`src/rtl/hz_pkg.sv`:
```
// Shared encodings for the hazard resolver.
// Assumes a 32-bit instruction word with fixed field positions.
package hz_pkg;
    localparam int INST_W = 32;
    localparam int REG_W  = 5;
    localparam int OP_W   = 6;
    localparam int OP_LSB = 26;
    localparam int RS_LSB = 21;
    localparam int RT_LSB = 16;

    typedef enum logic [1:0] {
        HZ_OFF   = 2'd0,
        HZ_STALL = 2'd1,
        HZ_FWD   = 2'd2,
        HZ_RSV   = 2'd3
    } hz_mode_e;

    typedef enum logic [1:0] {
        IC_REG  = 2'd0,
        IC_IMM  = 2'd1,
        IC_JMP  = 2'd2,
        IC_UNK  = 2'd3
    } iclass_e;

    typedef struct packed {
        logic rs_hit;
        logic rt_hit;
    } hit_t;
endpackage

```
`src/rtl/hz_classify.sv`:
```
// Opcode lookup: instruction format and store flag.
// Assumes the opcode is already extracted; purely combinational.
module hz_classify
    import hz_pkg::*;
(
    input  logic [OP_W-1:0] opcode,
    output iclass_e         cls,
    output logic            is_store
);
    // Map each opcode to its format and mark the store group.
    always_comb begin
        is_store = 1'b0;
        case (opcode) inside
            6'd0:                       cls = IC_REG;
            6'd2, 6'd3:                 cls = IC_JMP;
            6'd1, [6'd4:6'd15],
            [6'd32:6'd38]:              cls = IC_IMM;
            [6'd40:6'd43], 6'd46: begin
                cls      = IC_IMM;
                is_store = 1'b1;
            end
            default:                    cls = IC_UNK;
        endcase
    end

    // A store must always be classed as immediate format.
    always_comb begin
        assert_store_is_imm_R9: assert (!is_store || cls == IC_IMM);
    end
endmodule

```
`src/rtl/hz_stage_cmp.sv`:
```
// Compares one later stage's destination with the decode source fields.
// Assumes rt_used already reflects the decode word's format.
module hz_stage_cmp
    import hz_pkg::*;
(
    input  logic             regwrite,
    input  logic [REG_W-1:0] dest,
    input  logic [REG_W-1:0] src_rs,
    input  logic [REG_W-1:0] src_rt,
    input  logic             rt_used,
    output hit_t             hit
);
    logic live;

    // A stage is live only if it writes a nonzero register.
    always_comb begin
        live       = regwrite && (dest != '0);
        hit.rs_hit = live && (dest == src_rs);
        hit.rt_hit = live && rt_used && (dest == src_rt);
    end
endmodule

```
`src/rtl/hz_decide.sv`:
```
// Applies the selected policy to stage hits: stall, forward or pass.
// Assumes stage 0 is execute and stage 1 is memory (may be tied off).
module hz_decide
    import hz_pkg::*;
#(
    parameter int DATA_W = 32
) (
    input  hz_mode_e          mode,
    input  hit_t              ex_hit,
    input  hit_t              mem_hit,
    input  logic              ex_memread,
    input  logic [DATA_W-1:0] rs_val,
    input  logic [DATA_W-1:0] rt_val,
    input  logic [DATA_W-1:0] ex_val,
    input  logic [DATA_W-1:0] mem_val,
    output logic              stall,
    output logic              fwd_rs,
    output logic              fwd_rt,
    output logic [DATA_W-1:0] op_rs,
    output logic [DATA_W-1:0] op_rt
);
    // Policy selection; execute beats memory when both match.
    always_comb begin
        stall  = 1'b0;
        fwd_rs = 1'b0;
        fwd_rt = 1'b0;
        op_rs  = rs_val;
        op_rt  = rt_val;
        case (mode)
            HZ_STALL: stall = ex_hit.rs_hit || ex_hit.rt_hit
                           || mem_hit.rs_hit || mem_hit.rt_hit;
            HZ_FWD: begin
                stall = ex_memread && (ex_hit.rs_hit || ex_hit.rt_hit);
                if (!stall) begin
                    if (ex_hit.rs_hit) begin
                        fwd_rs = 1'b1;
                        op_rs  = ex_val;
                    end else if (mem_hit.rs_hit) begin
                        fwd_rs = 1'b1;
                        op_rs  = mem_val;
                    end
                    if (ex_hit.rt_hit) begin
                        fwd_rt = 1'b1;
                        op_rt  = ex_val;
                    end else if (mem_hit.rt_hit) begin
                        fwd_rt = 1'b1;
                        op_rt  = mem_val;
                    end
                end
            end
            default: ;
        endcase
    end
endmodule

```
`src/rtl/hazard_fwd_unit.sv`:
```
// Decode-stage hazard resolver with the decode-to-execute register.
// Assumes hz_mode is static; stall holds PC and fetch/decode outside.
module hazard_fwd_unit
    import hz_pkg::*;
#(
    parameter int DATA_W    = 32,
    parameter bit CHECK_MEM = 1'b1
) (
    input  logic              clk,
    input  logic              rst_n,
    input  logic [1:0]        hz_mode,
    input  logic [INST_W-1:0] id_inst,
    input  logic [DATA_W-1:0] id_rs_val,
    input  logic [DATA_W-1:0] id_rt_val,
    input  logic              ex_regwrite,
    input  logic              ex_memread,
    input  logic [REG_W-1:0]  ex_dest,
    input  logic [DATA_W-1:0] ex_alu_val,
    input  logic              mem_regwrite,
    input  logic [REG_W-1:0]  mem_dest,
    input  logic [DATA_W-1:0] mem_val,
    output logic              stall,
    output logic              fwd_rs,
    output logic              fwd_rt,
    output logic [DATA_W-1:0] op_rs,
    output logic [DATA_W-1:0] op_rt,
    output logic [INST_W-1:0] dx_inst,
    output logic [DATA_W-1:0] dx_rs_val,
    output logic [DATA_W-1:0] dx_rt_val
);
    localparam int NSTG = 2;

    logic [OP_W-1:0]  opcode;
    logic [REG_W-1:0] src_rs, src_rt;
    iclass_e          cls;
    logic             is_store, rt_used;
    hit_t             hits [NSTG];
    logic             stg_we   [NSTG];
    logic [REG_W-1:0] stg_dest [NSTG];
    hz_mode_e         mode;

    // Field extraction and second-field qualification.
    always_comb begin
        opcode  = id_inst[OP_LSB +: OP_W];
        src_rs  = id_inst[RS_LSB +: REG_W];
        src_rt  = id_inst[RT_LSB +: REG_W];
        rt_used = (cls == IC_REG) || is_store;
        mode    = hz_mode_e'(hz_mode);
    end

    hz_classify u_cls (
        .opcode   (opcode),
        .cls      (cls),
        .is_store (is_store)
    );

    // Gather per-stage write information into arrays.
    always_comb begin
        stg_we[0]   = ex_regwrite;
        stg_dest[0] = ex_dest;
        stg_we[1]   = mem_regwrite;
        stg_dest[1] = mem_dest;
    end

    for (genvar s = 0; s < NSTG; s++) begin : g_stage
        if (s == 0 || CHECK_MEM) begin : g_cmp
            hz_stage_cmp u_cmp (
                .regwrite (stg_we[s]),
                .dest     (stg_dest[s]),
                .src_rs   (src_rs),
                .src_rt   (src_rt),
                .rt_used  (rt_used),
                .hit      (hits[s])
            );
        end else begin : g_off
            assign hits[s] = '0;
        end
    end

    hz_decide #(.DATA_W(DATA_W)) u_dec (
        .mode       (mode),
        .ex_hit     (hits[0]),
        .mem_hit    (hits[1]),
        .ex_memread (ex_memread),
        .rs_val     (id_rs_val),
        .rt_val     (id_rt_val),
        .ex_val     (ex_alu_val),
        .mem_val    (mem_val),
        .stall      (stall),
        .fwd_rs     (fwd_rs),
        .fwd_rt     (fwd_rt),
        .op_rs      (op_rs),
        .op_rt      (op_rt)
    );

    // Decode-to-execute register: bubble on stall, else capture.
    always_ff @(posedge clk) begin
        if (!rst_n || stall) begin
            dx_inst   <= '0;
            dx_rs_val <= '0;
            dx_rt_val <= '0;
        end else begin
            dx_inst   <= id_inst;
            dx_rs_val <= op_rs;
            dx_rt_val <= op_rt;
        end
    end

    assert_off_silent_R7: assert property (@(posedge clk) disable iff (!rst_n)
        (hz_mode == 2'd0 || hz_mode == 2'd3) |-> (!stall && !fwd_rs && !fwd_rt));

    assert_reg0_inert_R3: assert property (@(posedge clk) disable iff (!rst_n)
        (ex_dest == '0 && mem_dest == '0) |-> (!stall && !fwd_rs && !fwd_rt));

    assert_no_we_no_stall_R1: assert property (@(posedge clk) disable iff (!rst_n)
        (!ex_regwrite && !mem_regwrite) |-> !stall);

    assert_nonload_no_stall_R5: assert property (@(posedge clk) disable iff (!rst_n)
        (hz_mode == 2'd2 && !ex_memread) |-> !stall);

    assert_stallonly_no_fwd_R6: assert property (@(posedge clk) disable iff (!rst_n)
        (hz_mode == 2'd1) |-> (!fwd_rs && !fwd_rt));

    assert_stall_excl_fwd_R4: assert property (@(posedge clk) disable iff (!rst_n)
        stall |-> (!fwd_rs && !fwd_rt && op_rs == id_rs_val && op_rt == id_rt_val));

    assert_bubble_after_stall_R8: assert property (@(posedge clk) disable iff (!rst_n)
        stall |=> (dx_inst == '0 && dx_rs_val == '0 && dx_rt_val == '0));
endmodule

```
`config.mk`:
```
export PLATFORM = sky130hd
export DESIGN_NAME = hazard_fwd_unit
export DESIGN_NICKNAME = d
export VERILOG_FILES = /design/src/rtl/hz_pkg.sv /design/src/rtl/hz_classify.sv /design/src/rtl/hz_stage_cmp.sv /design/src/rtl/hz_decide.sv /design/src/rtl/hazard_fwd_unit.sv
export SDC_FILE = /design/constraint.sdc
export NUM_CORES = 1
export LEC_CHECK = 0
export ABC_AREA = 1
export BUFFER_PORTS_ARGS = -buffer_cell sky130_fd_sc_hd__buf_2
export CAP_MARGIN = 25
export CORE_AREA = 2 2 141 143
export CTS_CLUSTER_DIAMETER = 120
export DETAILED_ROUTE_END_ITERATION = 12
export DIE_AREA = 0 0 143 145
export MAX_ROUTING_LAYER = met4
export PLACE_DENSITY = 0.65
export SYNTH_ARGS = -nofsm -noshare
export SYNTH_HDL_FRONTEND = slang
export SYNTH_HIERARCHICAL = 1
export SYNTH_SLANG_ARGS = --single-unit
```
`constraint.sdc`:
```
create_clock -name clk -period 2.5 [get_ports clk]
set_input_delay 0.25 -clock clk [delete_from_list [all_inputs] [get_ports clk]]
set_output_delay 0.25 -clock clk [all_outputs]
set_load 0.02 [all_outputs]
```
* Yosys cells after proc, flatten, opt, wreduce, memory -nomap -nowiden
Index checks and enable logic that the tools add are counted.
Word-level totals: bits in registers 96, bits in latches 0, bits in writable memories 0, ROM bits 0, output and inout bits 163, memories 0
Cells by class: add/sub/neg operators 0, multipliers 0, div/mod/pow operators 0, order comparisons 6, eq/ne operators 10, shifts and indexed selects 0, multiplexer cells 25, bitwise operators 0, reduce and logical (&&, ||, !) cells 25
Operators by type and width (number):
- $mux W32 | 8
- $eq A5 B5 Y1 | 4
- $eq A6 B2 Y1 const B | 2
- $ge A6 B6 Y1 const B | 2
- $le A6 B6 Y1 const B | 2
- $logic_and A1 B1 Y1 | 12
- $mux W1 | 12
- $reduce_bool A5 Y1 | 2
- $mux W2 | 4
- $eq A6 B1 Y1 const B | 1
- $eq A6 B6 Y1 const B | 1
- $ge A6 B3 Y1 const B | 1
- $le A6 B4 Y1 const B | 1
- $logic_not A6 Y1 | 1
- $logic_or A1 B1 Y1 | 5
- $reduce_or A2 Y1 | 2
- $reduce_or A3 Y1 | 1
- $eq A2 B1 Y1 const B | 1
- $eq A2 B2 Y1 const B | 1
- $logic_not A2 Y1 | 1
- $pmux W1 S2 | 1
- $logic_not A1 Y1 | 1

* Logic depth before layout (Yosys ltp)
word-level depth 16, gate-level depth with buffers 23

* Hierarchy
Netlist, hierarchy kept.
By module, submodules not included:
- hazard_fwd_unit | instances 1, cells each 301, area an instance 2911.5 um^2
- hz_decide | instances 1, cells each 529, area an instance 2248.4 um^2
- hz_stage_cmp | instances 2, cells each 53, area an instance 214.0 um^2
- hz_classify | instances 1, cells each 25, area an instance 107.6 um^2

* Worst setup path after synthesis
OpenSTA, ideal clock, no wires.
kind input to register, from input id_inst[30], to register dx_inst[17], arrival 2.554 ns, data required time 2.386 ns, setup slack -0.168 ns, cell stages on the path 21, path buffers 3, cells stage by stage nor2_1 > nand2_1 > nand2_1 > inv_1 > nand2_1 > nand2_1 > o21bai_1 > nand2_1 > nor2_1 > nand3_1 > nor2_1 > buf_6 > nor2_4 > nor2_2 > nand2_1 > a21oi_1 > inv_2 > nand2_4 > buf_6 > buf_8 > nor2_4
RTL lines:
- from (decl) | RTL line hazard_fwd_unit.sv:12 | input logic [INST_W-1:0] id_inst,
- to (signal assigned) | RTL line hazard_fwd_unit.sv:103 | dx_inst <= id_inst;
- to (decl) | RTL line hazard_fwd_unit.sv:27 | output logic [INST_W-1:0] dx_inst,

==> flow_summary.json <==
{
  "fill_cells": 1838,
  "dp_hpwl_um": 15400,
  "vias": 6784,
  "synth_top_area_share_pct": 33.7,
  "coreArea_mm2": 0.0192,
  "fp.dieH_um": 145,
  "asyncSetResetFlopFracSynth_pct": 0,
  "yosys_warnings": 6,
  "hold_class": "in2reg",
  "grt_max_degree": 38,
  "cts_sinks": 96,
  "violations": "setup timing",
  "grt_pass1_vias": 6544,
  "wire_per_inst_um": 13.1,
  "setup_ws_ns": -0.169,
  "synth-edff-count": 0,
  "p_leak_nw": 5.81,
  "grt_use_total_pct": 20.6,
  "seq_area_frac_synth_pct": 33.7,
  "wirelength_um": 21600,
  "status": "complete, but fails checks",
  "die_w_um": 143,
  "switching_power_mw": 1.33,
  "antenna_found_initial": 1,
  "fin_nets": 1555,
  "hold_slack_ns": 0.124,
  "timing_hold_violations_final": 0,
  "crit_path_max_fanout": 5,
  "worstSetupPathType": "in2out",
  "grt-ovfl-total": 0,
  "setup_viol": 66,
  "synth.lib_cells_used.distinct": 25,
  "fin_area_mm2": 0.00963,
  "hp-start": "id_inst[7]",
  "ctsLongestPathBuffers": 2,
  "synth.area.top_cells": "dfxtp_1 34%, nand2_1 21%, inv_1 19%",
  "critical_path_required_ns": 2.25,
  "clk_pin_slew_ns": 0.07,
  "synth_nets": 1140,
  "area_delta_synth_final_pct": 69.0,
  "holdPathStages": 3,
  "internal-power_mw": 2.90,
  "end_kind": "output pin",
  "ant_nets": 0,
  "syn-instance-count": 961,
  "fmax_mhz": 375,
  "ios": 340,
  "cts_tree": "built",
  "postCtsHoldBufs": 0,
  "min_period_ns": 2.67,
  "cts-buffers-inserted": 9,
  "initial_core_util_pct": 29.7,
  "synth.avg_cell_area_um2": 5.93,
  "fin_util_pct": 50.1,
  "seq_power_share_pct": 38.7,
  "ys.flop_type": "dfxtp_1",
  "root_buffer": "clkbuf_16",
  "min_to": "dx_inst[7]$_SDFF_PP0_",
  "pwr-share-clk_pct": 34.4,
  "drc_errors": 0,
  "swShare_pct": 31.4,
  "peakVddDrop_mv": 0.359,
  "power-per-cell-area_mw_per_mm2": 439,
  "synth_common_cells": "319 x nand2_1, 283 x inv_1, 96 x dfxtp_1, 76 x nor2_1, 67 x o21ai_0",
  "synthMostInstantiatedCell": "nand2_1",
  "tightest_slew_ns": 0.345,
  "max_slew_margin_pct": 76.7,
  "gp_congestion": 0.902,
  "critPathLaunchType": "input port",
  "grt_pass1_wl_um": 32600,
  "maxSlewViolCount": 0,
  "max_cap_viol_count": 0,
  "htreeDepth": 3,
  "pre_cts_slack_ns": -0.311,
  "arrival_ns": 2.42,
  "placed_area_mm2": 0.00804,
  "avgViaCountPerCell": 4.12,
  "drive_gt1_share_pct": 47.1,
  "die_area_mm2": 0.0207,
  "first_iter_violations": 229,
  "portBuffers": 339,
  "pwr-share-comb_pct": 26.9,
  "std_cell_rows": 51,
  "timing.final.crit_share_pct": 107,
  "syn_area_mm2": 0.00570,
  "synth_top_area_cell": "dfxtp_1",
  "ys_seq_elements": 96,
  "drt_first_pass_iters": 4,
  "rsz0062_at_grt": "yes"
}
[metrics by stage]
stage	power [mW]	TNS [ns]	instances
5_1_grt	4.45	-18.20	1647
4_1_cts	4.24	-5.36	1643
3_3_place_gp	2.61	-20.29	1592
3_5_place_dp	2.62	-32.22	1592
6_report	4.23	-6.44	1647
2_1_floorplan	2.21	0	961
[layout make-up]
type	count	area (um2)	area share (%)
antenna	1	2.50	0.0260
clock buffer	11	233	2.42
clock inverter	5	66.3	0.689
inverter	297	1120	11.6
multi-input combinational	532	2760	28.7
sequential	96	1920	20.0
tap	265	332	3.44
timing repair buffer	440	3190	33.1
[cells in the final DEF (no fill, tap or decap), drive strengths merged]
cell and instances:
a21oi 1, buf 440, bufinv 1, clkbuf 11, clkinv 3, clkinvlp 1
dfxtp 96, diode 1, ha 2, inv 297, nand2 324, nand3 12
nor2 120, o211ai 1, o21ai 68, o21bai 2, xnor2 2
[logic make-up after synthesis]
group	synth area share (%)
AND/OR/NAND/NOR	33.9
buffers and inverters	24.9
flip-flops	33.7
AO/OA/AOI/OAI	6.66
XOR/XNOR	0.308
adder cells (fa/ha/maj)	0.439
[worst max path at each step]
stage / slack, ns / to / start / cells after the start
2_1_floorplan: 0.009 / dx_inst[17]$_SDFF_PP0_ / id_inst[30] / 21
3_3_place_gp: -0.19 / op_rt[0] / id_inst[30] / 21
3_5_place_dp: -0.31 / op_rt[20] / id_inst[30] / 21
4_1_cts: -0.16 / op_rt[19] / id_inst[26] / 23
5_1_grt: -0.33 / op_rs[4] / id_inst[29] / 21
6_report: -0.17 / op_rt[0] / id_inst[26] / 21
[power by group through the flow]
stage / registers [mW] / logic [mW] / clock network (mW)
after floorplan: 1.79 / 0.417 / 0
after global placement: 1.67 / 0.943 / 0
after detailed placement: 1.67 / 0.948 / 0
after CTS: 1.64 / 1.11 / 1.49
after global routing: 1.64 / 1.24 / 1.57
final: 1.64 / 1.14 / 1.45
[critical path, stage by stage]
cell and delay, ns:
buf_8 0.09, inv_4 0.04, buf_4 0.12, buf_4 0.12, o211ai_1 0.19, o21bai_2 0.09
nand2_1 0.08, nor2_2 0.04, nand3_2 0.09, nor2_4 0.05, buf_6 0.11, buf_12 0.12
o21ai_4 0.19, nand3_4 0.13, buf_12 0.16, buf_12 0.12, buf_8 0.13, nand2_2 0.06
nand2_2 0.07, inv_2 0.07, buf_6 0.11
[state kept, by name, summed over array words and instances (netlist names)]
signal,cells
dx_rt_val,32
dx_inst,32
dx_rs_val,32
[routing by layer]
layer | GRT usage, % | part of all wire, % | up-vias
li1 | - | - | 3485
met1 | 22.7 | 41 | 2971
met2 | 36.5 | 50 | 280
met3 | 3.99 | 6.1 | 48
met4 | 7.57 | 3.1 | 0
met5 | - | 0 | -
[timing repair]
action	in CTS	in global routing
gates resized for setup	270	53
gates cloned	5	0
pin swaps	40	28
setup endpoints to repair	67	163
setup buffers	31	7
Note: power is estimated with default switching activity, not from simulation.
